## config.mk

```make
export PLATFORM = sky130hd
export DESIGN_NAME = xfer_ctl_csr
export DESIGN_NICKNAME = d
export VERILOG_FILES = /design/src/rtl/xfer_csr_pkg.sv /design/src/rtl/csr_write_decode.sv /design/src/rtl/xfer_launch.sv /design/src/rtl/xfer_status_capture.sv /design/src/rtl/xfer_ctl_csr.sv
export SDC_FILE = /design/constraint.sdc
export NUM_CORES = 1
export LEC_CHECK = 0
export BUFFER_PORTS_ARGS = -buffer_cell sky130_fd_sc_hd__buf_2
export CAP_MARGIN = 15
export CORE_AREA = 2 2 48 50
export CTS_BUF_LIST = sky130_fd_sc_hd__clkbuf_16
export CTS_CLUSTER_DIAMETER = 80
export DETAILED_ROUTE_END_ITERATION = 10
export DIE_AREA = 0 0 50 52
export GPL_TIMING_DRIVEN = 0
export PLACE_DENSITY = 0.78
export SETUP_SLACK_MARGIN = 0.05
export SLEW_MARGIN = 20
export SYNTH_ARGS = -nofsm -noshare
export SYNTH_HDL_FRONTEND = slang
export SYNTH_SLANG_ARGS = --single-unit
```

## constraint.sdc

```tcl
create_clock -name clk -period 0.8 [get_ports clk]
set_input_delay 0.12 -clock clk [delete_from_list [all_inputs] [get_ports clk]]
set_output_delay 0.12 -clock clk [all_outputs]
set_load 0.005 [all_outputs]
```

## src/rtl/xfer_csr_pkg.sv

```systemverilog
package xfer_csr_pkg;

  // Bit positions; software decodes these, so they are fixed.
  localparam int BIT_GO     = 0;
  localparam int BIT_DONE   = 1;
  localparam int CODE_LO    = 2;
  localparam int CODE_W     = 2;
  localparam int CODE_HI    = CODE_LO + CODE_W - 1;
  localparam int BIT_FAULT  = 5;
  localparam int BIT_IE     = 6;
  localparam int USED_TOP   = BIT_IE;

  // Write intent decoded from one bus write.
  typedef struct packed {
    logic              go_req;
    logic              clr_done;
    logic [CODE_W-1:0] clr_code;
    logic              clr_fault;
    logic              ie_load;
    logic              ie_val;
  } csr_wr_t;

  // Latched status after a completion.
  typedef struct packed {
    logic              done;
    logic [CODE_W-1:0] code;
    logic              fault;
  } csr_stat_t;

  // Interrupt level from the enable and the status.
  function automatic logic irq_level(input logic ie, input csr_stat_t st);
    return ie & (st.done | (|st.code) | st.fault);
  endfunction

  // Fault flag for an error completion: forced when the code carries no cause.
  function automatic logic fault_on_error(input logic [CODE_W-1:0] code, input logic aux);
    return aux | (code == '0);
  endfunction

  // Each clear strobe knocks out its own bit.
  function automatic csr_stat_t apply_w1c(input csr_stat_t st, input csr_wr_t w);
    csr_stat_t r;
    r.done  = st.done  & ~w.clr_done;
    r.code  = st.code  & ~w.clr_code;
    r.fault = st.fault & ~w.clr_fault;
    return r;
  endfunction

endpackage

```

## src/rtl/csr_write_decode.sv

```systemverilog
module csr_write_decode
  import xfer_csr_pkg::*;
#(
  parameter int DATA_W = 32
) (
  input  logic              wr_en,
  input  logic [DATA_W-1:0] wr_data,
  output csr_wr_t           wr_cmd
);

  logic wr_unused_bits;

  always_comb begin
    wr_cmd           = '0;
    wr_cmd.go_req    = wr_en & wr_data[BIT_GO];
    wr_cmd.clr_done  = wr_en & wr_data[BIT_DONE];
    wr_cmd.clr_code  = wr_en ? wr_data[CODE_HI:CODE_LO] : '0;
    wr_cmd.clr_fault = wr_en & wr_data[BIT_FAULT];
    wr_cmd.ie_load   = wr_en;
    wr_cmd.ie_val    = wr_data[BIT_IE];
  end

  // Reserved write bits carry no meaning.
  assign wr_unused_bits = ^{wr_data[DATA_W-1:USED_TOP+1], wr_data[4]};

endmodule

```

## src/rtl/xfer_launch.sv

```systemverilog
module xfer_launch (
  input  logic clk,
  input  logic rst,
  input  logic go_req,
  input  logic eng_done,
  output logic go_q,
  output logic start_q,
  output logic accept,
  output logic finish
);

  // Named events used by status capture and assertions.
  assign accept = go_req & ~go_q;
  assign finish = eng_done & go_q;

  always_ff @(posedge clk) begin
    if (rst) begin
      go_q    <= 1'b0;
      start_q <= 1'b0;
    end else begin
      start_q <= accept;
      if (accept)      go_q <= 1'b1;
      else if (finish) go_q <= 1'b0;
    end
  end

  // start request lasts a single cycle
  p_start_one_cycle_r2: assert property (@(posedge clk) disable iff (rst)
    start_q |=> !start_q);

  // accepted write raises go and the pulse together
  p_accept_launches_r2: assert property (@(posedge clk) disable iff (rst)
    accept |=> (go_q && start_q));

  // a pulse only ever follows an idle register
  p_start_from_idle_r3: assert property (@(posedge clk) disable iff (rst)
    start_q |-> !$past(go_q));

  // only a completion can end the active state
  p_busy_holds_r3: assert property (@(posedge clk) disable iff (rst)
    (go_q && !eng_done) |=> go_q);

  // completion drops go with no software help
  p_go_self_clear_r4: assert property (@(posedge clk) disable iff (rst)
    finish |=> !go_q);

endmodule

```

## src/rtl/xfer_status_capture.sv

```systemverilog
module xfer_status_capture
  import xfer_csr_pkg::*;
(
  input  logic              clk,
  input  logic              rst,
  input  logic              accept,
  input  logic              finish,
  input  logic              eng_err,
  input  logic [CODE_W-1:0] eng_err_code,
  input  logic              eng_err_aux,
  input  csr_wr_t           wr_cmd,
  output csr_stat_t         stat_q
);

  csr_stat_t stat_d;
  csr_stat_t stat_cleared;

  assign stat_cleared = apply_w1c(stat_q, wr_cmd);

  // Priority: new start wipes, then completion sets, then software clears.
  always_comb begin
    stat_d = stat_cleared;
    if (accept) begin
      stat_d = '0;
    end else if (finish) begin
      if (eng_err) begin
        stat_d.code  = eng_err_code;
        stat_d.fault = fault_on_error(eng_err_code, eng_err_aux);
        stat_d.done  = stat_q.done;
      end else begin
        stat_d.done  = 1'b1;
      end
    end
  end

  always_ff @(posedge clk) begin
    if (rst) stat_q <= '0;
    else     stat_q <= stat_d;
  end

  // clean completion sets done
  p_done_on_success_r5: assert property (@(posedge clk) disable iff (rst)
    (finish && !eng_err) |=> stat_q.done);

  // failed completion always leaves a visible cause
  p_error_visible_r6: assert property (@(posedge clk) disable iff (rst)
    (finish && eng_err) |=> (stat_q.fault || (stat_q.code != '0)));

  // a start leaves a clean status
  p_start_wipes_r8: assert property (@(posedge clk) disable iff (rst)
    accept |=> (stat_q == '0));

  // with no write and no completion the status holds
  p_status_holds_r7: assert property (@(posedge clk) disable iff (rst)
    (!wr_cmd.ie_load && !finish) |=> $stable(stat_q));

endmodule

```

## src/rtl/xfer_ctl_csr.sv

```systemverilog
module xfer_ctl_csr
  import xfer_csr_pkg::*;
#(
  parameter int DATA_W = 32
) (
  input  logic              clk,
  input  logic              rst,
  input  logic              wr_en,
  input  logic [DATA_W-1:0] wr_data,
  output logic [DATA_W-1:0] csr_rdata,
  output logic              xfer_start,
  input  logic              eng_done,
  input  logic              eng_err,
  input  logic [1:0]        eng_err_code,
  input  logic              eng_err_aux,
  output logic              irq
);

  csr_wr_t   wr_cmd;
  csr_stat_t stat_q;
  logic      go_q;
  logic      accept;
  logic      finish;
  logic      ie_q;

  csr_write_decode #(.DATA_W(DATA_W)) u_dec (
    .wr_en   (wr_en),
    .wr_data (wr_data),
    .wr_cmd  (wr_cmd)
  );

  xfer_launch u_launch (
    .clk      (clk),
    .rst      (rst),
    .go_req   (wr_cmd.go_req),
    .eng_done (eng_done),
    .go_q     (go_q),
    .start_q  (xfer_start),
    .accept   (accept),
    .finish   (finish)
  );

  xfer_status_capture u_stat (
    .clk          (clk),
    .rst          (rst),
    .accept       (accept),
    .finish       (finish),
    .eng_err      (eng_err),
    .eng_err_code (eng_err_code),
    .eng_err_aux  (eng_err_aux),
    .wr_cmd       (wr_cmd),
    .stat_q       (stat_q)
  );

  always_ff @(posedge clk) begin
    if (rst)                 ie_q <= 1'b0;
    else if (wr_cmd.ie_load) ie_q <= wr_cmd.ie_val;
  end

  assign irq = irq_level(ie_q, stat_q);

  always_comb begin
    csr_rdata                   = '0;
    csr_rdata[BIT_GO]           = go_q;
    csr_rdata[BIT_DONE]         = stat_q.done;
    csr_rdata[CODE_HI:CODE_LO]  = stat_q.code;
    csr_rdata[BIT_FAULT]        = stat_q.fault;
    csr_rdata[BIT_IE]           = ie_q;
  end

  // an enabled completion raises the interrupt
  p_irq_on_finish_r9: assert property (@(posedge clk) disable iff (rst)
    (finish && ie_q && !wr_en) |=> irq);

  // no interrupt while disabled
  p_irq_needs_enable_r9: assert property (@(posedge clk) disable iff (rst)
    (!csr_rdata[BIT_IE]) |-> !irq);

  // completion strobe while idle leaves the register alone
  p_idle_done_ignored_r10: assert property (@(posedge clk) disable iff (rst)
    (eng_done && !go_q && !wr_en) |=> $stable(csr_rdata));

  // reset leaves everything cleared
  p_reset_clean_r1: assert property (@(posedge clk)
    rst |=> (csr_rdata == '0 && !xfer_start && !irq));

endmodule

```

### Word level (Yosys, flattened, before mapping)

Cells that the tools add are included.

* register bits: 7
* bits in latches: 0
* memory bits (writable): 0
* bits in read-only memories: 0
* output and inout port bits: 34
* logic and storage cells: 33
* memories kept: 0

* add/sub/neg operators: 0
* $mul: 0
* divide/modulo/power cells: 0
* order comparisons: 0
* eq/ne operators: 1
* shift operators: 0
* muxes and demuxes: 6
* bitwise logic cells: 16
* reduce and logical (&&, ||, !) cells: 4

Operator list (count)
* $and A1 B1 Y1: 8
* $mux W4: 1
* $reduce_or A2 Y1: 2
* $mux W1: 3
* $mux W3: 1
* $not A1 Y1: 3
* $or A1 B1 Y1: 3
* $and A2 B2 Y2: 1
* $logic_not A2 Y1: 1
* $mux W2: 1
* $ne A2 B2 Y1 const B: 1
* $not A2 Y2: 1
* $reduce_bool A2 Y1: 1

### Depth between registers and ports, before layout

Gate-level depths: netlist of the first run.

* depth after elaboration: 5
* depth in mapped cells: 3

### Hierarchy

From an unflattened synthesis of the first run, not the netlist that was laid out.

* cell total of the unflattened synthesis: 68
* area total of the unflattened synthesis: 565.5 um^2

By module, submodules not included
* xfer_ctl_csr: instances 1, cells an instance 33, area an instance 259.0 um^2, seq. area each 20.0 um^2
* xfer_status_capture: instances 1, cells an instance 20, area an instance 180.2 um^2, seq. area each 80.1 um^2
* xfer_launch: instances 1, cells an instance 8, area an instance 80.1 um^2, seq. area each 40.0 um^2
* csr_write_decode: instances 1, cells an instance 7, area an instance 46.3 um^2, seq. area each 0.0 um^2

### Worst setup path before layout of the first run

No wires, ideal clock.

* kind: register to register
* from: register u_launch.go_q
* to: register u_stat.stat_q[0] (netlist name)
* library setup time: 121 ps
* data arrival time: 758 ps
* path slack: -79 ps
* stages on the path, launching flop included: 4
* period minus slack after synthesis: 879 ps
* cells stage by stage: dfxtp_1 nand3_2 nor3_2 a211oi_2

* cells in the longest elaborated chain, start to end: 3

RTL lines
* start: declaration: line xfer_launch.sv:6 `output logic go_q,`
* start signal: assignment: line xfer_launch.sv:18 `go_q <= 1'b0;`
* start signal: assignment: line xfer_launch.sv:22 `if (accept) go_q <= 1'b1;`
* start signal: assignment: line xfer_launch.sv:23 `else if (finish) go_q <= 1'b0;`
* $not A1 Y1: line xfer_launch.sv:13 `assign accept = go_req & ~go_q;`
* $and A1 B1 Y1: line xfer_launch.sv:13
* $reduce_or A2 Y1 (no source line)

Several ways; a longest one is shown, not always the timed one.
A chain may end at the register's enable or synchronous reset.

### Final worst setup path of the first run

* from: register u_stat.stat_q[3] (netlist name)
* to: output irq

* cells in the longest elaborated chain, start to end: 3

RTL lines
* $or A1 B1 Y1 (2 in series): line xfer_csr_pkg.sv:32 `return ie & (st.done | (|st.code) | st.fault);`
* $and A1 B1 Y1: line xfer_csr_pkg.sv:32
* end: declaration: line xfer_ctl_csr.sv:16 `output logic irq`

Every way passes these cells.

==> results of run 1 <==
==> metrics by stage <==
stage | setup slack (ns) | util | hold WS (ns) | TNS [ns]
final | -0.396 | 0.461 | 0.0787 | -1.33
after floorplan | -0.0464 | - | 0.182 | -0.0578
after detailed placement | -0.156 | 0.368 | 0.320 | -0.252
after global placement | -0.158 | 0.368 | 0.315 | -0.232
after CTS | -0.398 | 0.444 | 0.0720 | -1.22
after global routing | -0.412 | 0.461 | 0.0968 | -1.59
==> cells in the final DEF, fill, tap and decap left out <==
cell       Yosys  routed
nand2b_4       1       2
buf_4         28      29
nor3_2         1       1
nand2_1        5       5
a211oi_2       1       1
dfxtp_1        7       1
dfxtp_2        0       5
mux2i_1        1       1
dfxtp_4        0       1
nand3b_4       1       1
buf_6          0      10
a21oi_2        1       3
a32oi_1        1       1
conb_1         1      26
clkbuf_16      0       3
nand2b_1       2       1
nand4_1        2       2
buf_2          0      16
o41a_1         1       1
inv_1          0       1
nor2_1         4       4
nand3_1        2       2
nand3_2        1       1
==> synth_stat cells, drive strengths merged <==
cell type,number,area [µm²]
a211oi,1,12.5
a21oi,3,18.8
a32oi,1,8.76
buf,28,210
conb,1,3.75
dfxtp,7,140
mux2i,1,10.0
nand2,5,18.8
nand2b,3,26.3
nand3,3,20.0
nand3b,1,20.0
nand4,2,12.5
nor2,4,15.0
nor3,1,10.0
o41a,1,11.3
==> flip-flops by register name, summed over array words and instances, names as in the netlist <==
name,flops
u_launch.go_q,1
u_stat.stat_q,4
ie_q,1
u_launch.start_q,1
==> cell type report <==
cell class,instances,area [µm²]
multi-input combinational,52,297
buffer,28,218
tap,28,35.0
fill,211,1130
clock buffer,3,75.1
sequential,7,150
timing repair buffer,27,193
clock inverter,1,3.75
==> power by group through the flow <==
stage	registers (mW)	clock network [mW]	logic (mW)
after floorplan	0.376	0	0.168
after global placement	0.378	0	0.229
after detailed placement	0.378	0	0.229
after CTS	0.371	0.875	0.258
after global routing	0.372	0.890	0.304
final	0.371	0.855	0.277
==> layer usage <==
metal  track usage  wire length [µm]  up-vias
met3        0.0632               169        2
met2         0.171               687       32
met4        0.0556                17        0
li1              -                 -      264
met1        0.0889               448      218
met5             0                 0        -
==> repair_timing <==
action | in CTS | in global routing
pin swaps | 2 | 3
gates resized for setup | 13 | 4
setup buffers | 4 | 2
hold endpoints to repair | 0 | 0
cloned | 0 | 0
setup endpoints to repair | 12 | 14
==> final timing paths <==
path | startpoint | end | slack, ns | depth (start not counted)
max | u_stat.stat_q[3] | irq | -0.40 | 2
min | rst | u_launch.go_q | 0.08 | 2
max reg2reg | u_launch.go_q | u_stat.stat_q[0] | -0.11 | 4
min reg2reg | u_stat.stat_q[0] | u_stat.stat_q[0] | 0.50 | 2
==> logic make-up (layout without fill, tap and decap cells) <==
family | after synthesis | after routing
other | 1 | 26
muxes | 1 | 1
DFF | 7 | 7
and+or+nand+nor | 19 | 19
buffers and inverters | 28 | 59
AOI/OAI and AO/OA | 6 | 6
==> worst max-delay path, stage by stage (launching register included) <==
cell	delay (ns)
dfxtp_2	0.31
o41a_1	0.40
buf_2	0.13
==> qor.csv, run 1 <==
metric,value,unit
outcome,"complete, but fails checks",
failed_checks,negative setup slack,
arrival,1.08,ns
fin_skew,0.00193,ns
power.internal,1.18,mW
power_frac_seq,0.247,
antennaDiodeCount,0,
post_drt_wl_per_cell,9.05,µm
synthMuxAreaShare,0.0186,
clock-root-buffer,clkbuf_16,
fin_crit_sh,1.50,
area_growth,80.5,%
drc,0,
synth_compound_gate_area_share,0.0953,
avgViaCountPerCell,3.53,
crit_fanout,2,
ys_types,18,
finalPower,1.50,mW
grt_pass1_vias,447,
synth_fa_ha_area_frac,0,
place_congestion,0.765,
drtIter0Drc,7,
worst_slack,-0.396,ns
clockBufferDepth,2,
insertion_delay,0.23,ns
cts.clk_slew.worst_paths,0.04,ns
finalMaxSlewViolations,0,
die_area,2600,µm²
finalSetupViolCount,12,
grt_first_pass_wirelength,1840,µm
synth_seq_cells,7,
port_buffers,21,
swShare,0.215,
antenna_found_initial,0,
drt_wl_total,1320,µm
syn_inst,62,
end_kind,output port,
worstPathRequired,0.68,ns
drive_gt1_frac,0.619,
num_rows,17,
nNetsFinal,159,
grt_max_degree,7,
comb_power_share,0.184,
final_cells,146,
place_area,776,µm²
ios,74,
p_leak,0.536,nW
yosys.area_share.xor_xnor,0,
synthesis.area,538,µm²
fin_area,971,µm²
cts_sinks,7,
min-delay-path-class,primary input to register,
timing.setup.critical_path_class,register to output port,
num_vias,516,
initial_core_util,0.255,
die_w,50,µm
dp_cells,136,
yosysSeqAreaShare,0.260,
core_area,2110,µm²
dieHeight,52,µm
cts_buffers,3,
p_sw,0.323,mW
synth_top_family_by_area,buffers and inverters,
drtPass1Iterations,4,
p_per_area,1550,nW/µm²
postSynthAreaPerCell,8.68,µm²
synth-simple-area-share,0.228,
maxCapViolations,0,
drtAntennaViolNets,0,
cts_tree,built,
synth_warnings,0,
rsz0062_at_grt,true,
clkPwrFrac,0.569,
irDropWorstVdd,1170,µV
max_freq,0.836,GHz
track_usage,0.0996,
hold_buffers,0,
worst_setup_path_start_kind,register,
finalHoldViolCount,0,
min_period,1.20,ns
h-tree-depth,1,
overflow,0,
Note: power is estimated with default switching activity, not from simulation.
==> run 2, diff against run 1 <==
--- a/config.mk
+++ b/config.mk
@@ -7,11 +7,11 @@
 export LEC_CHECK = 0
 export BUFFER_PORTS_ARGS = -buffer_cell sky130_fd_sc_hd__buf_2
 export CAP_MARGIN = 15
-export CORE_AREA = 2 2 48 50
+export CORE_AREA = 4 4 50 52
 export CTS_BUF_LIST = sky130_fd_sc_hd__clkbuf_16
 export CTS_CLUSTER_DIAMETER = 80
 export DETAILED_ROUTE_END_ITERATION = 10
-export DIE_AREA = 0 0 50 52
+export DIE_AREA = 0 0 54 56
 export GPL_TIMING_DRIVEN = 0
 export PLACE_DENSITY = 0.78
 export SETUP_SLACK_MARGIN = 0.05
==> run 2 against run 1 <==
Compared with the run above: the flow still finishes with violations (negative setup slack); via count decreased by 3.5%; sequential power is essentially flat; final cell count decreased by 0.68%; hold slack improved by 0.016 ns; setup slack improved by 0.013 ns; flip-flop and latch count stayed put; largest cell class unchanged; largest power group unchanged.
==> qor.csv, run 2 (synthesis results as in run 1) <==
metric,value,unit,change
r2r_cells,3,,was 4
irDropWorstVdd,1020,µV,was 1170 µV
path_depth,2,,unchanged
maxCapViolations,0,,unchanged
fin_area,996,µm²,was 971 µm²
drtIter0Drc,6,,was 7
grt_max_degree,7,,unchanged
failed_checks,negative setup slack,,unchanged
slowest_delay,0.39,ns,was 0.40 ns
cts_buffers,3,,unchanged
clock-root-buffer,clkbuf_16,,unchanged
drive_gt1_frac,0.632,,was 0.619
fin_crit_sh,1.48,,was 1.50
cp_num_buf_inv,1,,unchanged
path_cells,o41a_1 -> buf_2,,unchanged
clockBufferDepth,2,,unchanged
finalMaxSlewViolations,0,,unchanged
top_register,u_stat.stat_q,,unchanged
worst_setup_path_start_kind,register,,unchanged
crit_fanout,2,,unchanged
dp_cells,136,,unchanged
dieHeight,56,µm,was 52 µm
fin_skew,0.000675,ns,was 0.00193 ns
max_freq,0.845,GHz,was 0.836 GHz
nNetsFinal,158,,was 159
p_leak,0.537,nW,was 0.536 nW
drc,0,,unchanged
cts_sinks,7,,unchanged
overflow,0,,unchanged
drtPass1Iterations,3,,was 4
final_cells,145,,was 146
outcome,"complete, but fails checks",,unchanged
finalHoldViolCount,0,,unchanged
die_area,3020,µm²,was 2600 µm²
initial_core_util,0.255,,unchanged
whs_path_depth,2,,unchanged
worst_slack,-0.383,ns,was -0.396 ns
antennaDiodeCount,0,,unchanged
grt_pass1_vias,411,,was 447
path_delay_family,compound AO/OA/AOI/OAI gates,,unchanged
grt_first_pass_wirelength,1780,µm,was 1840 µm
finalSetupViolCount,10,,was 12
arrival,1.06,ns,was 1.08 ns
slowest_stage,o41a_1,,unchanged
place_congestion,0.748,,was 0.765
hold-worst-slack,0.0948,ns,was 0.0787 ns
track_usage,0.0857,,was 0.0996
die_w,54,µm,was 50 µm
place_area,776,µm²,unchanged
min-delay-path-class,primary input to register,,unchanged
final_cell_mix,"buf_4, conb_1, buf_2",,unchanged
antenna_found_initial,0,,unchanged
cts.clk_slew.worst_paths,0.04,ns,about the same
num_vias,498,,was 516
end_kind,output port,,unchanged
fin_util,0.473,,was 0.461
cts_tree,built,,unchanged
insertion_delay,0.23,ns,about the same
timing.setup.critical_path_class,register to output port,,unchanged
ios,74,,unchanged
worstPathRequired,0.68,ns,about the same
area_growth,85.1,%,was 80.5%
num_rows,17,,unchanged
post_drt_wl_per_cell,9.28,µm,was 9.05 µm
h-tree-depth,1,,unchanged
drt_wl_total,1350,µm,was 1320 µm
avgViaCountPerCell,3.43,,was 3.53
port_buffers,21,,unchanged
final_common_cell,buf_4,,unchanged
drtAntennaViolNets,0,,unchanged
p_per_area,1500,nW/µm²,was 1550 nW/µm²
core_area,2110,µm²,unchanged
place_hpwl,1050,µm,
rsz0062_at_grt,true,,unchanged
largest_register_ffs,4,,unchanged
min_period,1.18,ns,was 1.20 ns
[run 2: cell types whose count changed in the layout (fill, tap and decap cells not counted), sizes merged]
cell,before,now
buf,55,54
[run 2: final cells by class]
cell class                      count  area [µm²]
Buffer                             28         218
Fill cell                         211        1110
Clock inverter                      1        3.75
Tap cell                           28        35.0
Sequential cell                     7         153
Multi-Input combinational cell     52         320
Timing Repair Buffer               26         191
Clock buffer                        3        75.1
[run 2: repair_timing]
item,4_1_cts,5_1_grt
setup endpoints to repair,13,14
resized for setup,15,8
hold buffers,0,0
pin swaps,2,2
buffers inserted,4,1
[run 2: path summary, 6_finish.rpt]
| kind | start | endpoint | slack [ns] |
|---|---|---|---|
| hold reg to reg | u_stat.stat_q[0] | u_stat.stat_q[0] | 0.50 |
| hold / removal | rst | u_launch.go_q | 0.09 |
| setup reg to reg | u_launch.go_q | u_stat.stat_q[0] | -0.04 |
| setup / recovery | u_stat.stat_q[2] | irq | -0.38 |
[run 2: per-stage QoR]
step	worst slack, ns	total power [mW]	TNS (ns)
after global placement	-0.158	0.606	-0.229
final	-0.383	1.50	-0.967
after CTS	-0.397	1.51	-0.926
after global routing	-0.410	1.58	-1.28
after floorplan	-0.0464	0.544	-0.0578
after detailed placement	-0.157	0.609	-0.265
[run 2: worst register-to-register path: stages, from the launching register on]
cell      delay [ns]
dfxtp_4         0.37
nand3b_4        0.17
nand2b_4        0.08
a211oi_2        0.14
[run 2: where the power goes]
| group | leakage, nW | internal (mW) | total (mW) | switching, mW |
|---|---|---|---|---|
| combinational | 0.435 | 0.169 | 0.284 | 0.116 |
| sequential | 0.0603 | 0.359 | 0.370 | 0.0112 |
| clock | 0.0423 | 0.650 | 0.843 | 0.192 |
| total | 0.537 | 1.18 | 1.50 | 0.319 |
[run 2: layer usage]
layer / wire length [µm] / global-route usage / vias to the layer above
met2: 717 / 0.130 / 26
met5: 0 / 0 / -
met4: 9 / 0.0427 / 0
li1: - / - / 265
met1: 437 / 0.0787 / 205
met3: 182 / 0.0724 / 2
==> run 3, diff against run 2 <==
--- a/config.mk
+++ b/config.mk
@@ -15,6 +15,7 @@
 export GPL_TIMING_DRIVEN = 0
 export PLACE_DENSITY = 0.78
 export SETUP_SLACK_MARGIN = 0.05
+export SKIP_CTS_REPAIR_TIMING = 1
 export SLEW_MARGIN = 20
 export SYNTH_ARGS = -nofsm -noshare
 export SYNTH_HDL_FRONTEND = slang
==> run 3 against run 2 <==
Compared with the run above: highest routed layer unchanged; combinational power is 5% lower; critical path depth stayed put; final cell count is 1.4% lower; largest cell class unchanged; largest power group unchanged; die area stayed put; the run still ends with negative setup slack left.
==> qor.csv, run 3 (synthesis results as in run 1) <==
metric,value,unit,change
fin_util,0.456,,was 0.473
worst_slack,-0.390,ns,was -0.383 ns
timing.setup.critical_path_class,register to output port,,unchanged
cts_sinks,7,,unchanged
drtPass1Iterations,2,,was 3
track_usage,0.0836,,was 0.0857
end_kind,output port,,unchanged
final_common_cell,buf_4,,unchanged
worstPathRequired,0.68,ns,about the same
cts_tree,built,,unchanged
post_drt_wl_per_cell,8.93,µm,was 9.28 µm
cts_buffers,3,,unchanged
finalSetupViolCount,7,,was 10
largest_register_ffs,4,,unchanged
setup-tns-final,-0.744,ns,was -0.967 ns
avgViaCountPerCell,3.38,,was 3.43
p_per_area,1540,nW/µm²,was 1500 nW/µm²
drtIter0Drc,7,,was 6
comb_power_share,0.182,,was 0.190
antenna_found_initial,0,,unchanged
final_cell_mix,"buf_4, conb_1, buf_2",,unchanged
h-tree-depth,1,,unchanged
grt_first_pass_wirelength,1750,µm,was 1780 µm
power_frac_seq,0.249,,was 0.247
grt_max_degree,8,,was 7
swShare,0.212,,was 0.213
busiest_layer,met2,,unchanged
top_register,u_stat.stat_q,,unchanged
finalHoldViolCount,0,,unchanged
worst_setup_path_start_kind,register,,unchanged
slowest_delay,0.39,ns,about the same
use_met2,0.123,,was 0.130
place_hpwl,1050,µm,unchanged
p_sw,0.315,mW,was 0.319 mW
failed_checks,negative setup slack,,unchanged
outcome,"complete, but fails checks",,unchanged
antennaDiodeCount,0,,unchanged
n_fill_cell,209,,was 211
ios,74,,unchanged
num_rows,17,,unchanged
clkPwrFrac,0.569,,was 0.563
place_congestion,0.748,,unchanged
drt_wl_total,1280,µm,was 1350 µm
cts.clk_slew.worst_paths,0.04,ns,about the same
overflow,0,,unchanged
finalMaxSlewViolations,0,,unchanged
fin_skew,0.000789,ns,was 0.000675 ns
clockBufferDepth,2,,unchanged
core_area,2110,µm²,unchanged
rsz0062_at_grt,true,,unchanged
grt_pass1_vias,399,,was 411
slowest_stage,o41a_1,,unchanged
drtAntennaViolNets,0,,unchanged
dieHeight,56,µm,unchanged
use_met3,0.0670,,was 0.0724
die_area,3020,µm²,unchanged
crit_fanout,2,,unchanged
irDropWorstVdd,1020,µV,about the same
seqCellArea,153,µm²,unchanged
p_leak,0.524,nW,was 0.537 nW
nNetsFinal,156,,was 158
clock-root-buffer,clkbuf_16,,unchanged
min_period,1.19,ns,was 1.18 ns
drive_gt1_frac,0.609,,was 0.632
power.internal,1.17,mW,was 1.18 mW
min-delay-path-class,primary input to register,,unchanged
maxCapViolations,0,,unchanged
max_freq,0.840,GHz,was 0.845 GHz
insertion_delay,0.23,ns,about the same
area_growth,78.6,%,was 85.1%
multi_input_area,310,µm²,was 320 µm²
port_buffers,21,,unchanged
initial_core_util,0.255,,unchanged
fin_crit_sh,1.49,,was 1.48
met1_usage,0.0820,,was 0.0787
drc,0,,unchanged
path_cells,o41a_1 -> buf_2,,unchanged
die_w,54,µm,unchanged
arrival,1.07,ns,was 1.06 ns
num_vias,483,,was 498
## run 3: power groups by stage
| stage | registers, mW | logic, mW | clock network, mW |
|---|---|---|---|
| 2_1_floorplan | 0.376 | 0.168 | 0 |
| 3_3_place_gp | 0.378 | 0.228 | 0 |
| 3_5_place_dp | 0.379 | 0.230 | 0 |
| 4_1_cts | 0.374 | 0.231 | 0.873 |
| 5_1_grt | 0.372 | 0.296 | 0.895 |
| 6_report | 0.370 | 0.270 | 0.844 |
## run 3: worst max-delay path, delay by kind of cell, from the launching register on
| family | cells | cell delay (ns) |
|---|---|---|
| buf+inv | 1 | 0.13 |
| compound gates | 1 | 0.39 |
| flops | 1 | 0.31 |
## run 3: path summary, 6_finish.rpt
check                           depth (start not counted)                to  slack [ns]        startpoint
worst max-delay path                                    2               irq       -0.39  u_stat.stat_q[2]
worst min register to register                          2  u_stat.stat_q[0]        0.49  u_stat.stat_q[0]
worst min-delay path                                    2     u_launch.go_q        0.09               rst
worst max register to register                          3  u_stat.stat_q[0]       -0.03     u_launch.go_q
## run 3: area by class of cell
type,count,area share
buffer,28,0.227
clock buffer,3,0.0781
tap,28,0.0365
timing repair buffer,24,0.173
sequential,7,0.159
multi-input combinational,52,0.323
clock inverter,1,0.00391
## run 3: routing by layer
layer,part of all wire,wire (µm)
met1,0.33,423
met2,0.52,660
met3,0.14,184
met4,0.0070,9
met5,0,0
## run 3: per-stage QoR
step | instance area, µm² | cells | hold WS, ns | total power [mW] | worst slack, ns
2_1_floorplan | 636 | 87 | 0.182 | 0.544 | -0.0464
3_3_place_gp | 776 | 136 | 0.313 | 0.606 | -0.158
3_5_place_dp | 776 | 136 | 0.322 | 0.609 | -0.157
4_1_cts | 855 | 140 | 0.0854 | 1.48 | -0.407
5_1_grt | 961 | 143 | 0.0916 | 1.56 | -0.417
6_report | 961 | 143 | 0.0876 | 1.48 | -0.390
